[src/rtl/flash_rst_pkg.sv]
package flash_rst_pkg;

  // Sequencer states, in recovery order.
  typedef enum logic [2:0] {
    ST_PORW  = 3'd0,
    ST_READY = 3'd1,
    ST_MHV   = 3'd2,
    ST_MSHD  = 3'd3,
    ST_MHOLD = 3'd4,
    ST_SRST  = 3'd5
  } seq_st_t;

  // Total clocks an access occupies for a given wait code.
  function automatic logic [31:0] acc_latency(input logic [31:0] wait_code);
    return 32'd2 + wait_code;
  endfunction

  // A master pulse counted over len clocks is too short.
  function automatic logic is_short(input logic [31:0] len, input logic [31:0] min_len);
    return len < min_len;
  endfunction

endpackage

[src/rtl/rst_sync.sv]
module rst_sync #(
  parameter int unsigned WIDTH  = 2,
  parameter int unsigned STAGES = 2
) (
  input  logic             clk,
  input  logic             arst_n,
  input  logic [WIDTH-1:0] async_n,
  output logic [WIDTH-1:0] sync_n
);

  for (genvar i = 0; i < WIDTH; i++) begin : g_bit
    logic [STAGES-1:0] stg;
    always_ff @(posedge clk or negedge arst_n) begin
      if (!arst_n) stg <= '1;
      else         stg <= {stg[STAGES-2:0], async_n[i]};
    end
    assign sync_n[i] = stg[STAGES-1];
  end

endmodule

[src/rtl/pulse_len_mon.sv]
module pulse_len_mon
  import flash_rst_pkg::*;
#(
  parameter int unsigned MIN_LEN = 512
) (
  input  logic clk,
  input  logic rst_n,
  input  logic active,
  output logic short_err
);

  localparam int unsigned CW = $clog2(MIN_LEN + 1);

  logic [CW-1:0] len_cnt;
  logic          act_q;
  logic          act_fall;

  assign act_fall = act_q && !active;

  always_ff @(posedge clk or negedge rst_n) begin
    if (!rst_n) begin
      len_cnt   <= '0;
      act_q     <= 1'b0;
      short_err <= 1'b0;
    end else begin
      act_q     <= active;
      short_err <= act_fall && is_short(32'(len_cnt), 32'(MIN_LEN));
      if (active) begin
        if (len_cnt != CW'(MIN_LEN)) len_cnt <= len_cnt + 1'b1;
      end else begin
        len_cnt <= '0;
      end
    end
  end


  short_err_one_cycle_chk: assert property (@(posedge clk) disable iff (!rst_n)
    short_err |=> !short_err);


  short_err_after_fall_chk: assert property (@(posedge clk) disable iff (!rst_n)
    short_err |-> !active);

endmodule

[src/rtl/acc_timer.sv]
module acc_timer
  import flash_rst_pkg::*;
#(
  parameter int unsigned WAIT_W = 2
) (
  input  logic              clk,
  input  logic              rst_n,
  input  logic              enable,
  input  logic              req,
  input  logic [WAIT_W-1:0] wait_sel,
  output logic              done
);

  localparam int unsigned MAX_LAT = 1 + (1 << WAIT_W);
  localparam int unsigned CW      = $clog2(MAX_LAT + 1);

  logic [CW-1:0] cyc_cnt;
  logic [CW-1:0] last_cyc;

  assign last_cyc = CW'(acc_latency(32'(wait_sel)) - 32'd1);
  assign done     = enable && req && (cyc_cnt == last_cyc);

  always_ff @(posedge clk or negedge rst_n) begin
    if (!rst_n)                        cyc_cnt <= '0;
    else if (!enable || !req || done)  cyc_cnt <= '0;
    else                               cyc_cnt <= cyc_cnt + 1'b1;
  end


  acc_done_single_chk: assert property (@(posedge clk) disable iff (!rst_n)
    done |=> !done);


  acc_done_needs_prior_req_chk: assert property (@(posedge clk) disable iff (!rst_n)
    done |-> $past(req) && $past(enable));

endmodule

[src/rtl/rst_seq_fsm.sv]
module rst_seq_fsm
  import flash_rst_pkg::*;
(
  input  logic clk,
  input  logic rst_n,
  input  logic m_sync_n,
  input  logic s_sync_n,
  input  logic inh_set,
  input  logic ehv_set,
  input  logic hv_done,
  output logic m_act,
  output logic hv_off_req,
  output logic shadow_ld,
  output logic reg_clr,
  output logic sel_clr,
  output logic biu_rdy,
  output logic acc_block,
  output logic inhibit,
  output logic ehv
);

  seq_st_t st, st_nx;
  logic    s_act;
  logic    ehv_drop;
  logic    ehv_take;

  assign m_act = !m_sync_n && !inhibit;
  assign s_act = !s_sync_n && !inhibit;

  always_comb begin
    st_nx = st;
    unique case (st)
      ST_PORW:  st_nx = ST_MSHD;
      ST_READY: begin
        if (m_act)      st_nx = ST_MHV;
        else if (s_act) st_nx = ST_SRST;
      end
      ST_MHV:   if (!ehv || hv_done) st_nx = ST_MSHD;
      ST_MSHD:  st_nx = m_act ? ST_MHOLD : ST_READY;
      ST_MHOLD: if (!m_act) st_nx = ST_READY;
      ST_SRST: begin
        if (m_act)       st_nx = ST_MHV;
        else if (!s_act) st_nx = ST_READY;
      end
      default:  st_nx = ST_READY;
    endcase
  end

  assign ehv_drop = ((st == ST_MHV) && hv_done) || (st == ST_SRST);
  assign ehv_take = ehv_set && (st == ST_READY) && !m_act && !s_act;

  always_ff @(posedge clk or negedge rst_n) begin
    if (!rst_n) begin
      st      <= ST_PORW;
      inhibit <= 1'b0;
      ehv     <= 1'b0;
    end else begin
      st <= st_nx;
      if (inh_set) inhibit <= 1'b1;
      if (ehv_drop)      ehv <= 1'b0;
      else if (ehv_take) ehv <= 1'b1;
    end
  end

  assign hv_off_req = (st == ST_MHV) && ehv;
  assign shadow_ld  = (st == ST_MSHD);
  assign reg_clr    = (st == ST_MSHD);
  assign sel_clr    = (st == ST_SRST);
  assign biu_rdy    = (st == ST_READY);
  assign acc_block  = (st != ST_READY);


  shadow_one_cycle_chk: assert property (@(posedge clk) disable iff (!rst_n)
    shadow_ld |=> !shadow_ld);


  shadow_after_hv_chk: assert property (@(posedge clk) disable iff (!rst_n)
    shadow_ld |-> !ehv);


  hv_req_held_chk: assert property (@(posedge clk) disable iff (!rst_n)
    (hv_off_req && !hv_done) |=> hv_off_req);


  inhibit_sticky_chk: assert property (@(posedge clk) disable iff (!rst_n)
    $past(inhibit) |-> inhibit);


  sel_clr_drops_ehv_chk: assert property (@(posedge clk) disable iff (!rst_n)
    sel_clr |=> !ehv);

endmodule

[src/rtl/flash_rst_seq.sv]
module flash_rst_seq
  import flash_rst_pkg::*;
#(
  parameter int unsigned MIN_MRST_CLKS = 512,
  parameter int unsigned WAIT_W        = 2,
  parameter int unsigned SYNC_STAGES   = 2
) (
  input  logic              clk,
  input  logic              por_n,
  input  logic              mrst_n,
  input  logic              srst_n,
  input  logic              inh_set_i,
  input  logic              ehv_set_i,
  input  logic              hv_done_i,
  input  logic              acc_req_i,
  input  logic [WAIT_W-1:0] wait_sel_i,
  output logic              hv_off_req_o,
  output logic              shadow_ld_o,
  output logic              reg_clr_o,
  output logic              sel_clr_o,
  output logic              biu_rdy_o,
  output logic              acc_block_o,
  output logic              acc_done_o,
  output logic              mrst_short_o,
  output logic              inhibit_o,
  output logic              ehv_o
);

  logic [1:0] rst_sync_n;
  logic       m_act;

  rst_sync #(
    .WIDTH  (2),
    .STAGES (SYNC_STAGES)
  ) u_sync (
    .clk     (clk),
    .arst_n  (por_n),
    .async_n ({srst_n, mrst_n}),
    .sync_n  (rst_sync_n)
  );

  rst_seq_fsm u_fsm (
    .clk        (clk),
    .rst_n      (por_n),
    .m_sync_n   (rst_sync_n[0]),
    .s_sync_n   (rst_sync_n[1]),
    .inh_set    (inh_set_i),
    .ehv_set    (ehv_set_i),
    .hv_done    (hv_done_i),
    .m_act      (m_act),
    .hv_off_req (hv_off_req_o),
    .shadow_ld  (shadow_ld_o),
    .reg_clr    (reg_clr_o),
    .sel_clr    (sel_clr_o),
    .biu_rdy    (biu_rdy_o),
    .acc_block  (acc_block_o),
    .inhibit    (inhibit_o),
    .ehv        (ehv_o)
  );

  pulse_len_mon #(
    .MIN_LEN (MIN_MRST_CLKS)
  ) u_len (
    .clk       (clk),
    .rst_n     (por_n),
    .active    (m_act),
    .short_err (mrst_short_o)
  );

  acc_timer #(
    .WAIT_W (WAIT_W)
  ) u_acc (
    .clk      (clk),
    .rst_n    (por_n),
    .enable   (biu_rdy_o),
    .req      (acc_req_i),
    .wait_sel (wait_sel_i),
    .done     (acc_done_o)
  );


  no_access_when_blocked_chk: assert property (@(posedge clk) disable iff (!por_n)
    acc_block_o |-> !acc_done_o);


  no_selclr_with_shadow_chk: assert property (@(posedge clk) disable iff (!por_n)
    shadow_ld_o |-> !sel_clr_o);

endmodule

[config.mk]
export PLATFORM = sky130hd
export DESIGN_NAME = flash_rst_seq
export DESIGN_NICKNAME = d
export VERILOG_FILES = /design/src/rtl/flash_rst_pkg.sv /design/src/rtl/rst_sync.sv /design/src/rtl/pulse_len_mon.sv /design/src/rtl/acc_timer.sv /design/src/rtl/rst_seq_fsm.sv /design/src/rtl/flash_rst_seq.sv
export SDC_FILE = /design/constraint.sdc
export NUM_CORES = 1
export LEC_CHECK = 0
export ABC_AREA = 1
export BUFFER_PORTS_ARGS = -buffer_cell sky130_fd_sc_hd__buf_4
export CAP_MARGIN = 40
export CORE_AREA = 2 2 49 51
export DETAILED_ROUTE_END_ITERATION = 12
export DIE_AREA = 0 0 51 53
export PLACE_DENSITY = 0.77
export SLEW_MARGIN = 5
export SYNTH_ARGS = -nofsm -noshare
export SYNTH_HDL_FRONTEND = slang
export SYNTH_SLANG_ARGS = --single-unit
[constraint.sdc]
create_clock -name clk -period 1.65 [get_ports clk]
set_input_delay 0.165 -clock clk [delete_from_list [all_inputs] [get_ports clk]]
set_output_delay 0.165 -clock clk [all_outputs]
set_load 0.005 [all_outputs]
# Yosys cells after proc, flatten, opt, wreduce, memory -nomap -nowiden
# Index checks and enable logic that the tools add are counted.
[word_totals]
regBits = 24
input_bits = 10
output_inout_bits = 10
wordCells = 66
[op_classes]
n_addsub = 4
n_lt_le_gt_ge = 1
n_eq_ne = 13
muxes = 13
n_reduce_logical = 26
[op_table]
columns = ["cell", "count"]
rows = [
  ["$mux W3", 8],
  ["$mux W10", 2],
  ["$pmux W3 S6", 1],
  ["$logic_and A1 B1 Y1", 11],
  ["$add A10 B1 Y10 const B", 1],
  ["$lt A10 B10 Y1 const B", 1],
  ["$ne A10 B10 Y1 const B", 1],
  ["$logic_not A1 Y1", 8],
  ["$eq A3 B2 Y1 const B", 2],
  ["$eq A3 B3 Y1 const B", 2],
  ["$logic_or A1 B1 Y1", 4],
  ["$ne A2 B1 Y1 const B", 2],
  ["$reduce_and A4 Y1", 1],
  ["$add A2 B2 Y3 const A", 1],
  ["$add A3 B1 Y3 const B", 1],
  ["$eq A3 B1 Y1 const B", 1],
  ["$eq A3 B3 Y1", 1],
  ["$logic_not A3 Y1", 1],
  ["$ne A3 B1 Y1 const B", 1],
  ["$ne A3 B2 Y1 const B", 1],
  ["$ne A3 B3 Y1 const B", 1],
  ["$sub A3 B1 Y3 const B", 1],
  ["$mux W1", 2],
  ["$ne A2 B2 Y1 const B", 1],
  ["$reduce_bool A2 Y1", 1],
]

# Depth between registers and ports, before layout
# Gate-level depths: netlist of run 1.
[depth]
depth_word = 7
depth_mapped = 8
depth_no_buf = 8

# Modules after synthesis
# A second synthesis of run 1 with hierarchy kept.
[unflattened]
cells_unflattened = 163
area_unflattened_um2 = 1297.5
[by_module_without_submodules]
columns = ["mod", "instances", "cells_per_inst", "area_per_inst_um2", "seq_area_each_um2"]
rows = [
  ["pulse_len_mon", 1, 79, 649.4, 300.3],
  ["rst_seq_fsm", 1, 52, 330.3, 125.1],
  ["acc_timer", 1, 26, 197.7, 75.1],
  ["rst_sync", 1, 6, 120.1, 105.1],
]

# Worst setup path before layout of run 1
# Ideal clock, no wire load.
[synth_path]
path_kind = "register -> register"
startpoint = "register u_fsm.st[0]"
endpoint = "register u_fsm.st[2]"
arrival_time_ps = 989
required_time_ps = 1528
path_slack_ps = 539
stages_incl_launch_ff = 6
path_buffers = 0
path_cell_list = "dfrtp_1 -> or2_1 -> nor2_2 -> nand2_2 -> nand4_1 -> nand2_1"
[synth_between]
elab_chain_cells = 3
[synth_rtl]
columns = ["element", "line", "rtl"]
rows = [
  ["start, declared", "rst_seq_fsm.sv:22", "seq_st_t st, st_nx;"],
  ["start signal, assigned", "rst_seq_fsm.sv:58", "st <= st_nx;"],
  ["$eq A3 B1 Y1, or another cell as far along", "rst_seq_fsm.sv:32", "unique case (st)"],
  ["$ne A3 B3 Y1 (no line), or another cell as far along", "-", ""],
  ["$reduce_and A4 Y1 (no line)", "-", ""],
]
# Parallel ways exist; a longest one is shown, timed or not.
# A chain may end at the register's enable or synchronous reset.

# Worst setup path in the final report of run 1
[layout_path]
startpoint = "register u_fsm.st[1]"
endpoint = "output port acc_done_o"
[layout_between]
elab_chain_cells = 3
[layout_rtl]
columns = ["element", "line", "rtl"]
rows = [
  ["$eq A3 B1 Y1", "rst_seq_fsm.sv:69", "assign biu_rdy = (st == ST_READY);"],
  ["$logic_and A1 B1 Y1 (2 in series)", "acc_timer.sv:21", "assign done = enable && req && (cyc_cnt == last_cyc);"],
  ["end, declared", "flash_rst_seq.sv:23", "output logic acc_done_o,"],
]
# No other way between the ends.

==> reports/qor.csv, run 1 <==
stage,metric,value,unit
clock_network,Root Driver,clkbuf_4,
synth,#FFs+latches synth,24,
clock_network,TritonCTS buffer count,3,
worst_setup_path,worst reg2reg path depth,7,
timing,Tcrit/Tclk final,0.945,
timing,"Setup violations, final",0,
run,Max Cap Viol,0,
placement,Buffers on Ports,19,
timing,final hold vios,0,
floorplanning,die area,2700,sq um
clock_network,TritonCTS clock tree,done,
floorplanning,die width,51,um
power_and_ir_drop,total power,1.65,mW
worst_setup_path,Crit path required time,1.48,ns
finish,area grow syn2layout,21.5,%
synth,share of the synthesized area in the top cell type,0.419,
synth,Synth warnings,0,
power_and_ir_drop,Pwr Density,1140,nW/um^2
min_path,hold depth,2,
detailed_routing,drt initial violations,12,
synth,top post-synthesis cells by area,"dfrtp_1 42%, nand2_1 9.1%, dfstp_2 8.8%",
timing,Least-Margin Pin Slew,0.298,ns
floorplanning,num ports,20,
synth,Synth top cells by count,"29 x nand2_1, 20 x dfrtp_1, 19 x nor2_1, 13 x inv_1, 10 x nand3_1",
finish,Fill cells,177,
status,outcome,completed,
synth,"Distinct cells, synth",24,
timing,Relative slew margins,0.801,
power_and_ir_drop,Leakage,0.663,nW
global_route,first-pass GRT wire length,3640,um
timing,Slew Limit Fails,0,
power_and_ir_drop,Peak supply drop,0.804,mV
clock_network,CTS max path bufs,2,
synth,top cell type by total area after synthesis,dfrtp_1,
clock_network,H-tree depth,1,
detailed_routing,WL final,2130,um
worst_setup_path,Critical Path Sink Type,primary output,
worst_setup_path,Worst Path Max Fanout,7,
clock_network,clk slew on worst S/H paths,0.12,ns
detailed_routing,DRC,0,
global_route,total gr overflow,0,
global_route,largest net degree at the start of global routing,25,
timing,crit path time final,1.56,ns
detailed_routing,WL/cell,11.1,um
timing,RSZ-0062 raised after global routing,no,
floorplanning,Die H,53,um
finish,layout cells sized above 1,0.261,
placement,Routability Congestion,0.881,
global_route,initial antenna violation count,0,
timing,setup_tns,0,ns
worst_setup_path,critical path class,reg -> out,
clock_network,post-CTS setup buffer count,0,
detailed_routing,vias,970,
finish,antenna diode count,0,
detailed_routing,Pre-antenna DRT Iters,4,
detailed_routing,via/cell ratio,5.03,
synth,synthesized net count,154,
placement,detailed placement HPWL,1630,um
synth,Post-Synthesis Cells,140,
clock_network,clk_lat worst skew,0.31,ns
synth,async set-reset flop share out of synthesis,1.00,
timing,clk_skew,0.00271,ns
synth,Mapped Area,1190,sq um
timing,FMAX,641,MHz
detailed_routing,Routed Antenna Nets,0,
floorplanning,Initial Util,0.556,
worst_setup_path,Worst EP arrival,1.39,ns
synth,top-count cell post-synth,nand2_1,
global_route,vias in the first global route,915,
finish,Total Nets Final,180,
floorplanning,Core Area,2150,sq um
floorplanning,Rows,17,
worst_setup_path,crit start category,flop,
clock_network,# clock sinks,24,
synth,top_reg_cell synth,dfrtp_1,
synth,register area share after synthesis,0.507,
worst_setup_path,r2r setup slk,0.40,ns
synth,Syn Area/Cell,8.53,sq um
global_route,Total GRT Usage,0.184,
min_path,worst hold path class,in -> reg,
synth,number of synthesized flops with an enable pin,0,
==> cell families (layout without fill, tap and decap cells) <==
| family | Yosys count | count (layout) | synth area share |
|---|---|---|---|
| fa+ha+maj | 4 | 4 | 0.0419 |
| flops | 24 | 24 | 0.507 |
| xor+xnor | 6 | 6 | 0.0440 |
| buf+inv | 17 | 42 | 0.0577 |
| compound gates | 11 | 11 | 0.0472 |
| simple gates | 78 | 78 | 0.302 |
==> repair_timing <==
item | 4_1_cts | 5_1_grt
hold buffers | 3 | 0
endpoints found under the setup margin | 0 | 1
endpoints found under the hold margin | 26 | 0
gates resized for setup | 0 | 1
==> worst max-delay path, stage by stage (launching register included) <==
cell and delay [ns]:
dfrtp_1 0.41, inv_2 0.11, nand2_2 0.09, nor2_4 0.18
nand2_1 0.08, nor2_1 0.11, buf_4 0.11
==> cell usage in the layout, fill, tap and decap left out, drive strengths merged, types with 4 or more instances in the layout <==
cell,instances
nand3,11
nand4,4
dfrtp,20
ha,4
inv,15
a21oi,4
o21ai,6
nor2,26
dfstp,4
buf,20
nand2,32
==> stage by stage <==
step / hold slack, ns / util / cell area (sq um) / instances / setup WS (ns)
after global placement: 0.0738 / 0.636 / 1370 / 186 / 0.453
after global routing: 0.0239 / 0.675 / 1450 / 193 / 0.00991
after CTS: 0.0324 / 0.674 / 1450 / 193 / 0.0829
after floorplan: -0.131 / - / 1190 / 140 / 0.539
final: 0.0396 / 0.675 / 1450 / 193 / 0.0908
after detailed placement: 0.0744 / 0.636 / 1370 / 186 / 0.425
==> flip-flops by register name (all words and copies together), names as in the netlist <==
name              flops
u_len.act_q           1
u_fsm.ehv             1
u_len.short_err       1
u_fsm.inhibit         1
u_sync.g_bit.stg      4
u_acc.cyc_cnt         3
u_fsm.st              3
u_len.len_cnt        10
==> layer usage <==
| layer | vias to the layer above | track usage | routed length, um |
|---|---|---|---|
| met2 | 22 | 0.333 | 1040 |
| met5 | - | 0 | 0 |
| met3 | 4 | 0.0254 | 93 |
| li1 | 493 | - | - |
| met4 | 0 | 0.0721 | 25 |
| met1 | 451 | 0.220 | 971 |
==> power breakdown <==
group / switching, mW / leakage (nW) / internal (mW)
logic: 0.275 / 0.328 / 0.240
clock network: 0.166 / 0.0279 / 0.245
registers: 0.0649 / 0.307 / 0.656
==> area by class of cell <==
cell class | instances | area [sq um] | share of cell area
sequential | 24 | 607 | 0.418
multi-input combinational | 99 | 519 | 0.358
timing repair buffer | 23 | 180 | 0.124
inverter | 15 | 56.3 | 0.0388
tap | 28 | 35.0 | 0.0242
clock inverter | 1 | 30.0 | 0.0207
clock buffer | 3 | 22.5 | 0.0155
==> final timing paths <==
check / from / end
setup / recovery: u_fsm.st[1]$_DFFE_PN0P_ / acc_done_o
hold / removal: inh_set_i / u_fsm.inhibit$_DFFE_PN0P_
setup reg to reg: u_len.len_cnt[0]$_DFFE_PN0P_ / u_len.len_cnt[8]$_DFFE_PN0P_
hold reg to reg: u_sync.g_bit[1].stg[0]$_DFF_PN1_ / u_sync.g_bit[1].stg[1]$_DFF_PN1_
max in group asynchronous: por_n / u_sync.g_bit[1].stg[0]$_DFF_PN1_
min in group asynchronous: por_n / u_acc.cyc_cnt[0]$_DFF_PN0_
Power figures use the tool's default switching activity.
==> run 2: changes to the inputs <==
CORE_AREA = 2 2 51 53   (was 2 2 49 51)
DIE_AREA = 0 0 53 55   (was 0 0 51 53)
PLACE_DENSITY = 0.72   (was 0.77)
clock period = 1.6 ns   (was 1.65 ns; I/O delays follow)
==> reports/qor.csv, run 2 (same netlist as run 1, synthesis figures left out) <==
stage,metric,value,unit
status,outcome,completed,
floorplanning,Die H,55,um
power_and_ir_drop,Pwr Density,1230,nW/um^2
min_path,hold depth,2,
power_and_ir_drop,total power,1.83,mW
min_path,hold path endpoint,u_fsm.inhibit$_DFFE_PN0P_,
finish,max reg flops,10,
worst_setup_path,RR Startpoint,u_len.len_cnt[1]$_DFFE_PN0P_,
finish,Biggest register,u_len.len_cnt,
global_route,Total GRT Usage,0.172,
finish,"commonest non-fill, non-tap cells in the layout","29 x nand2_1, 24 x buf_4, 19 x nor2_1",
detailed_routing,DRC,0,
clock_network,TritonCTS buffer count,3,
power_and_ir_drop,Peak supply drop,0.962,mV
finish,Total Nets Final,184,
worst_setup_path,Crit path required time,1.44,ns
timing,final hold vios,0,
global_route,total gr overflow,0,
global_route,initial antenna violation count,0,
worst_setup_path,crit start category,flop,
clock_network,clk slew on worst S/H paths,0.13,ns
floorplanning,num ports,20,
clock_network,TritonCTS clock tree,done,
timing,Slew Limit Fails,0,
worst_setup_path,r2r setup slk,0.35,ns
placement,detailed placement HPWL,1660,um
finish,area grow syn2layout,24.5,%
worst_setup_path,Worst EP arrival,1.39,ns
finish,antenna diode count,0,
timing,hold slack,0.0253,ns
timing,setup_tns,0,ns
worst_setup_path,worst reg2reg path depth,7,
worst_setup_path,Top Family by Delay on Critical Path,flip-flops,
timing,"Setup violations, final",0,
placement,Placed Instances,188,
worst_setup_path,r2r endpoint,u_len.len_cnt[8]$_DFFE_PN0P_,
finish,"most common cell after layout, fill and taps aside",nand2_1,
detailed_routing,Routed Antenna Nets,0,
run,Max Cap Viol,0,
clock_network,# clock sinks,24,
placement,Buffers on Ports,19,
worst_setup_path,Worst Path Max Fanout,7,
floorplanning,die area,2920,sq um
detailed_routing,via/cell ratio,4.82,
worst_setup_path,Worst path max stage delay,0.48,ns
timing,FMAX,645,MHz
worst_setup_path,Bufs and invs on worst path,1,
global_route,largest net degree at the start of global routing,25,
detailed_routing,WL final,2230,um
placement,Routability Congestion,0.771,
finish,Regs by FF count,"u_len.len_cnt x10, u_sync.g_bit.stg x4",
clock_network,Root Driver,clkbuf_4,
detailed_routing,vias,959,
min_path,worst hold path class,in -> reg,
detailed_routing,Pre-antenna DRT Iters,4,
clock_network,H-tree depth,1,
floorplanning,Core Area,2360,sq um
timing,clk_skew,0.00478,ns
timing,Tcrit/Tclk final,0.969,
global_route,vias in the first global route,864,
detailed_routing,WL/cell,11.2,um
floorplanning,die width,53,um
worst_setup_path,critical path class,reg -> out,
floorplanning,Initial Util,0.505,
timing,Relative slew margins,0.802,
finish,layout cells sized above 1,0.290,
timing,RSZ-0062 raised after global routing,no,
clock_network,CTS max path bufs,2,
timing,Least-Margin Pin Slew,0.297,ns
global_route,first-pass GRT wire length,3600,um
floorplanning,Rows,18,
worst_setup_path,cell chain of the critical path,"or2_4, nor3_1, buf_4",
detailed_routing,drt initial violations,16,
worst_setup_path,Critical Path Sink Type,primary output,
power_and_ir_drop,Leakage,0.682,nW
min_path,HP Start,inh_set_i,
finish,Util after Layout,0.629,
timing,crit path time final,1.55,ns
finish,"Cell Count, Final, Fillers Out",199,
worst_setup_path,slowest library cell on the worst path,dfrtp_2,
clock_network,clk_lat worst skew,0.32,ns
## run 2: cell count changes in the layout (fill, tap and decap cells not counted)
cell and change:
buf_4 +4, dfrtp_1 -1, dfrtp_2 +1, or2_1 -1
or2_4 +1
## run 2: layout make-up
| cell class | instances | area [sq um] |
|---|---|---|
| flip-flops and latches | 24 | 608 |
| clock inverters | 1 | 30.0 |
| inverters | 15 | 56.3 |
| repair buffers | 27 | 210 |
| fillers | 201 | 878 |
| clock buffers | 3 | 22.5 |
| multi-input cells | 99 | 522 |
| well taps | 30 | 37.5 |
## run 2: worst max path at each step
| stage | slack, ns | endpoint | startpoint | cells after the start |
|---|---|---|---|---|
| after CTS | 0.03 | hv_off_req_o | u_fsm.st[0]$_DFFE_PN0P_ | 3 |
| after global routing | 0.02 | hv_off_req_o | u_fsm.st[0]$_DFFE_PN0P_ | 3 |
| final | 0.05 | hv_off_req_o | u_fsm.st[0]$_DFFE_PN0P_ | 3 |
| after detailed placement | 0.35 | u_len.len_cnt[8]$_DFFE_PN0P_ | u_len.len_cnt[1]$_DFFE_PN0P_ | 7 |
| after global placement | 0.41 | u_fsm.st[0]$_DFFE_PN0P_ | u_fsm.st[0]$_DFFE_PN0P_ | 5 |
| after floorplan | 0.49 | u_fsm.st[2]$_DFFE_PN0P_ | u_fsm.st[0]$_DFFE_PN0P_ | 5 |
## run 2: power by group
group	switching [mW]	total [mW]	leakage, nW	internal, mW
Combinational	0.306	0.640	0.349	0.334
Sequential	0.0685	0.747	0.306	0.679
Clock	0.185	0.438	0.0279	0.253
## run 2: per-layer routing
| layer | wire [um] | track usage | vias to the layer above |
|---|---|---|---|
| met5 | 0 | 0 | - |
| met4 | 27 | 0.0641 | 0 |
| met3 | 81 | 0.0323 | 4 |
| met2 | 1090 | 0.300 | 20 |
| met1 | 1030 | 0.213 | 434 |
| li1 | - | - | 501 |
## run 2: through the flow
stage	area [sq um]	setup slack (ns)
final	1490	0.0501
after global routing	1490	0.0186
after CTS	1450	0.0253
after detailed placement	1370	0.352
after global placement	1370	0.412
after floorplan	1190	0.489
## run 2: timing repair
action | 4_1_cts | 5_1_grt
endpoints found under the hold margin | 26 | 0
gates resized for setup | 0 | 3
endpoints found under the setup margin | 0 | 2
hold buffers | 3 | 0
setup buffers | 0 | 4
